===== src/rtl/bitband_bridge.sv =====
module bitband_bridge #(
  parameter int          OFS_BITS  = 25,
  parameter logic [31:0] WA_ALIAS  = 32'h2200_0000,
  parameter logic [31:0] WA_BACK   = 32'h2000_0000,
  parameter logic [31:0] WB_ALIAS  = 32'h4200_0000,
  parameter logic [31:0] WB_BACK   = 32'h4000_0000
) (
  input  logic        clk,
  input  logic        rst_n,
  input  logic        s_valid,
  input  logic        s_write,
  input  logic [31:0] s_addr,
  input  logic [1:0]  s_size,
  input  logic        s_wbit,
  output logic        s_ready,
  output logic [31:0] s_rdata,
  output logic        s_err,
  output logic        m_valid,
  output logic        m_write,
  output logic [31:0] m_addr,
  output logic [1:0]  m_size,
  output logic [31:0] m_wdata,
  input  logic        m_ready,
  input  logic        m_rvalid,
  input  logic [31:0] m_rdata,
  input  logic        m_err
);

  typedef enum logic [2:0] {IDLE, RD_REQ, RD_WAIT, WR_REQ, WR_WAIT, RESP} seq_t;

  seq_t        st;
  logic        q_write, q_bit, q_rbit, q_err;
  logic [1:0]  q_size;
  logic [4:0]  q_bidx;
  logic [31:0] q_baddr, q_data;

  logic [OFS_BITS-1:0] ofs;
  logic        hit_a, hit_b, legal;
  logic [31:0] back_base, raw_addr, align_mask, lane_mask, patched;
  logic [4:0]  bidx;

  assign ofs        = s_addr[OFS_BITS-1:0];
  assign hit_a      = s_addr[31:OFS_BITS] == WA_ALIAS[31:OFS_BITS];
  assign hit_b      = s_addr[31:OFS_BITS] == WB_ALIAS[31:OFS_BITS];
  assign legal      = (hit_a || hit_b) && (s_size != 2'd3);
  assign back_base  = hit_a ? WA_BACK : WB_BACK;
  assign raw_addr   = back_base | 32'(ofs >> 5);
  assign align_mask = ~((32'd1 << s_size) - 32'd1);
  assign bidx       = ofs[6:2] & {s_size == 2'd2, s_size != 2'd0, 3'b111};

  always_comb begin
    case (q_size)
      2'd0:    lane_mask = 32'h0000_00FF;
      2'd1:    lane_mask = 32'h0000_FFFF;
      default: lane_mask = 32'hFFFF_FFFF;
    endcase
  end

  assign patched = ((m_rdata & ~(32'd1 << q_bidx)) | ({31'd0, q_bit} << q_bidx)) & lane_mask;

  always_ff @(posedge clk) begin
    if (!rst_n) begin
      st      <= IDLE;
      q_write <= 1'b0;
      q_bit   <= 1'b0;
      q_rbit  <= 1'b0;
      q_err   <= 1'b0;
      q_size  <= 2'd0;
      q_bidx  <= 5'd0;
      q_baddr <= 32'd0;
      q_data  <= 32'd0;
    end else begin
      case (st)
        IDLE: if (s_valid) begin
          q_write <= s_write;
          q_size  <= s_size;
          q_bit   <= s_wbit;
          q_baddr <= raw_addr & align_mask;
          q_bidx  <= bidx;
          q_rbit  <= 1'b0;
          q_data  <= 32'd0;
          q_err   <= !legal;
          st      <= legal ? RD_REQ : RESP;
        end
        RD_REQ: if (m_ready) st <= RD_WAIT;
        RD_WAIT: if (m_rvalid) begin
          if (m_err) begin
            q_err <= 1'b1;
            st    <= RESP;
          end else if (q_write) begin
            q_data <= patched;
            st     <= WR_REQ;
          end else begin
            q_rbit <= m_rdata[q_bidx];
            st     <= RESP;
          end
        end
        WR_REQ: if (m_ready) st <= WR_WAIT;
        WR_WAIT: if (m_rvalid) begin
          q_err <= m_err;
          st    <= RESP;
        end
        RESP: st <= IDLE;
        default: st <= IDLE;
      endcase
    end
  end

  assign m_valid = (st == RD_REQ) || (st == WR_REQ);
  assign m_write = (st == WR_REQ);
  assign m_addr  = q_baddr;
  assign m_size  = q_size;
  assign m_wdata = q_data;
  assign s_ready = (st == RESP);
  assign s_rdata = {31'd0, q_rbit};
  assign s_err   = q_err;

  a_r10_req_held: assert property (@(posedge clk) disable iff (!rst_n)
    m_valid && !m_ready |=> m_valid && $stable(m_addr) && $stable(m_write)
                            && $stable(m_size) && $stable(m_wdata));

  a_r11_ready_pulse: assert property (@(posedge clk) disable iff (!rst_n)
    s_ready |=> !s_ready);

  a_r11_quiet_during_access: assert property (@(posedge clk) disable iff (!rst_n)
    m_valid |-> !s_ready);

  a_r6_no_bad_size: assert property (@(posedge clk) disable iff (!rst_n)
    m_valid |-> m_size != 2'd3);

  a_r2_aligned: assert property (@(posedge clk) disable iff (!rst_n)
    m_valid |-> (m_size == 2'd0) || (m_size == 2'd1 && !m_addr[0])
                || (m_size == 2'd2 && m_addr[1:0] == 2'b00));

  a_r8_wb_after_good_read: assert property (@(posedge clk) disable iff (!rst_n)
    $rose(m_valid && m_write) |-> $past(m_rvalid && !m_err));

  a_r4_single_bit: assert property (@(posedge clk) disable iff (!rst_n)
    s_ready |-> s_rdata[31:1] == 31'd0);

endmodule


===== config.mk =====
export PLATFORM = sky130hd
export DESIGN_NAME = bitband_bridge
export DESIGN_NICKNAME = d
export VERILOG_FILES = /design/src/rtl/bitband_bridge.sv
export SDC_FILE = /design/constraint.sdc
export NUM_CORES = 1
export LEC_CHECK = 0
export BUFFER_PORTS_ARGS = -buffer_cell sky130_fd_sc_hd__buf_2
export CAP_MARGIN = 20
export CORE_ASPECT_RATIO = 0.8
export CORE_MARGIN = 1
export CORE_UTILIZATION = 40
export DETAILED_ROUTE_END_ITERATION = 10
export MAX_ROUTING_LAYER = met4
export PLACE_DENSITY = 0.68
export SLEW_MARGIN = 15
export SYNTH_ARGS = -nofsm -noshare
export SYNTH_HDL_FRONTEND = slang
export SYNTH_SLANG_ARGS = --single-unit

===== constraint.sdc =====
create_clock -name clk -period 5.45 [get_ports clk]
set_clock_uncertainty 0.15 [all_clocks]
set_input_delay 1.09 -clock clk [delete_from_list [all_inputs] [get_ports clk]]
set_output_delay 1.09 -clock clk [all_outputs]
set_load 0.01 [all_outputs]

==> impl_metrics.json <==
{
  "drt-wirelength-per-cell_um": 14.7,
  "grt_max_degree": 69,
  "wl_met2_um": 4570,
  "yosysUniqueCellTypes": 48,
  "drtIter0Drc": 188,
  "io_buffers": 132,
  "timing.hold.ws_ns": 0.311,
  "dieHeight_um": 91.5,
  "hp-class": "register to register",
  "arrival_ns": 2.88,
  "multi_input_area_um2": 2280,
  "ctsResizeCount": 0,
  "cp.required_ns": 5.58,
  "status": "complete, no violations",
  "setup_viol": 0,
  "die_w_um": 114,
  "grt_pass1_vias": 3324,
  "fmax_mhz": 363,
  "period_needed_ns": 2.75,
  "place.gp.congestion": 0.834,
  "powerDensity_nw_per_um2": 355,
  "relSlewSlack_pct": 29.5,
  "grt_pass1_wl_um": 17000,
  "nNetsFinal": 649,
  "path_max_fanout": 24,
  "clkTransAtPathRegs_ns": 0.06,
  "die_area_um2": 10400,
  "synth_area_per_cell_um2": 8.53,
  "wl_met3_um": 537,
  "start_kind": "input pin",
  "cts_tree": "yes",
  "grt_usage_pct": 21.5,
  "top_layer": "met4",
  "area_delta_synth_final_pct": 19.8,
  "ys_ff_latch": 68,
  "worstHoldStart": "m_addr[30]",
  "reg2reg_from": "q_bidx[0]",
  "syn_area_um2": 4000,
  "ir_worst_vdd_v": 0.000157,
  "initial_utilization_pct": 41.3,
  "ys_seq_area_share_pct": 34.0,
  "io_pins": 176,
  "final-max-slew-violation-count": 0,
  "drv_cap": 0,
  "cts_hold_buf": 0,
  "clockBufferDepth": 2,
  "grt_antenna_before_repair": 0,
  "core_region_area_um2": 9690,
  "rsz0062_at_grt": "false",
  "fin_crit_sh_pct": 50.5,
  "clock_sinks": 68,
  "cts_root_buf": "clkbuf_16",
  "vias_per_cell": 4.96,
  "tightest_slew_ns": 1.06,
  "finalWirelength_um": 10500,
  "n_antenna_cell": 0,
  "postCtsSetupRepairBufs": 0,
  "power.leakage_nw": 2.09,
  "tns_ns": 0,
  "detail_route.first_pass.iterations": 4,
  "crit_type": "input pin to register",
  "clkLatencyLatePin_ns": 0.34,
  "htree_levels": 3,
  "synth_cells": 469,
  "grt_overflow": 0,
  "vias": 3540,
  "final-hold-violation-count": 0,
  "hpwl_um": 7400,
  "n_fill_cell": 938,
  "area.sequential_um2": 1360,
  "drive_gt1_share_pct": 28.9,
  "fp-row-count": 32,
  "ant_nets": 0,
  "totalPowerFinal_mw": 1.70,
  "drcViolationCount": 0,
  "crit_path_end_kind": "register",
  "startpoint": "m_rvalid",
  "ys.warnings.count": 0,
  "wl_met1_um": 5290,
  "numCtsBuffers": 9
}
cell usage after synthesis (all sizes together):
cell type	n	area, um2
mux4	6	135
nand3b	2	15.0
clkbuf	25	93.8
ha	2	25.0
and3	1	6.26
nor2	18	67.6
nor3b	9	67.6
and2	27	169
or2	1	6.26
a21oi	9	45.0
and3b	1	8.76
conb	1	3.75
nand4b	3	26.3
inv	3	11.3
nand4	3	18.8
a32oi	1	8.76
mux2	9	101
or3b	1	8.76
a211oi	1	7.51
a2111oi	1	8.76
o2bb2ai	16	140
nor4b	1	8.76
or4	1	7.51
nand2b	5	31.3
a311oi	1	8.76
dfxtp	68	1360
nand2	55	206
a2bb2oi	1	8.76
o22ai	1	6.26
a211o	1	8.76
o21a	2	15.0
buf	55	402
nor3	8	40.0
a22oi	9	67.6
nor4	3	18.8
a31oi	1	6.26
o21ai	12	60.1
mux2i	29	290
xor2	1	8.76
nand3	30	155
or4b	1	10.0
a21boi	25	188
nor2b	19	119
stage by stage:
stage | cells | util, % | worst slack, ns | cell area [um2]
5_1_grt | 714 | 49.5 | 2.48 | 4800
2_1_floorplan | 509 | - | 2.93 | 4150
4_1_cts | 714 | 49.5 | 2.69 | 4800
3_3_place_gp | 698 | 46.4 | 2.40 | 4500
3_5_place_dp | 698 | 46.4 | 2.33 | 4500
6_report | 714 | 49.5 | 2.70 | 4800
path summary, 6_finish.rpt:
path	endpoint	slack, ns	cells past startpoint
worst min-delay path	m_addr[30]	0.31	2
worst max register to register	m_wdata[3]	2.84	5
worst max-delay path	m_wdata[8]	2.70	6
worst min register to register	m_addr[30]	0.31	2
cell type report:
cell class | count | share of cell area, %
Multi-Input combinational cell | 358 | 47.6
Sequential cell | 68 | 28.4
Timing Repair Buffer | 133 | 13.9
Clock buffer | 9 | 4.70
Tap cell | 136 | 3.55
Clock inverter | 7 | 1.57
Inverter | 3 | 0.235
cell usage in the layout (no fill, tap or decap), types with 3 or more instances in the layout:
cell type	Yosys	layout
nand3_1	29	29
a21boi_0	24	24
nor4_1	3	3
nand2b_1	5	5
and2_1	27	27
mux2i_1	29	29
inv_1	3	3
nand4b_1	3	3
conb_1	1	41
clkinvlp_4	0	3
o21ai_0	12	12
o2bb2ai_1	16	16
clkbuf_16	0	9
nor2b_1	19	19
buf_2	6	132
nor3_1	8	8
mux4_2	6	6
a22oi_1	9	9
nand2_1	55	55
mux2_2	9	9
a21oi_1	9	9
dfxtp_1	68	68
nand4_1	3	3
nor2_1	18	18
nor3b_1	9	9
logic make-up after synthesis:
logic type	Yosys count	synth area share (%)
multiplexers	44	13.2
flip-flops	68	34.0
XOR/XNOR	1	0.219
AO/OA/AOI/OAI	81	14.5
adder cells (fa/ha/maj)	2	0.625
AND/OR/NAND/NOR	189	24.8
other	1	0.0937
buffers and inverters	83	12.7
worst max-delay path, stage by stage:
cell,delay (ns)
buf_2,0.12
and3b_1,0.22
nand3_2,0.26
and2_1,0.80
a22oi_1,0.21
nor2b_1,0.16
registers in the layout, summed over array words and instances, names as in the netlist:
signal	count
m_addr	22
m_size	2
m_wdata	32
q_bidx	5
q_bit	1
q_rbit	1
q_write	1
s_err	1
st	3
report_power, final:
group / leakage (nW) / internal (mW) / switching [mW] / total (mW)
clock: 0.138 / 0.356 / 0.237 / 0.594
sequential: 0.552 / 0.550 / 0.0959 / 0.646
combinational: 1.40 / 0.182 / 0.279 / 0.461
total: 2.09 / 1.09 / 0.612 / 1.70
metal layers:
layer	vias to the layer above	track usage [%]
met5	-	-
met4	0	5.95
met3	11	5.14
li1	1757	-
met2	128	31.8
met1	1644	29.1
(Power assumes the default switching activity.)
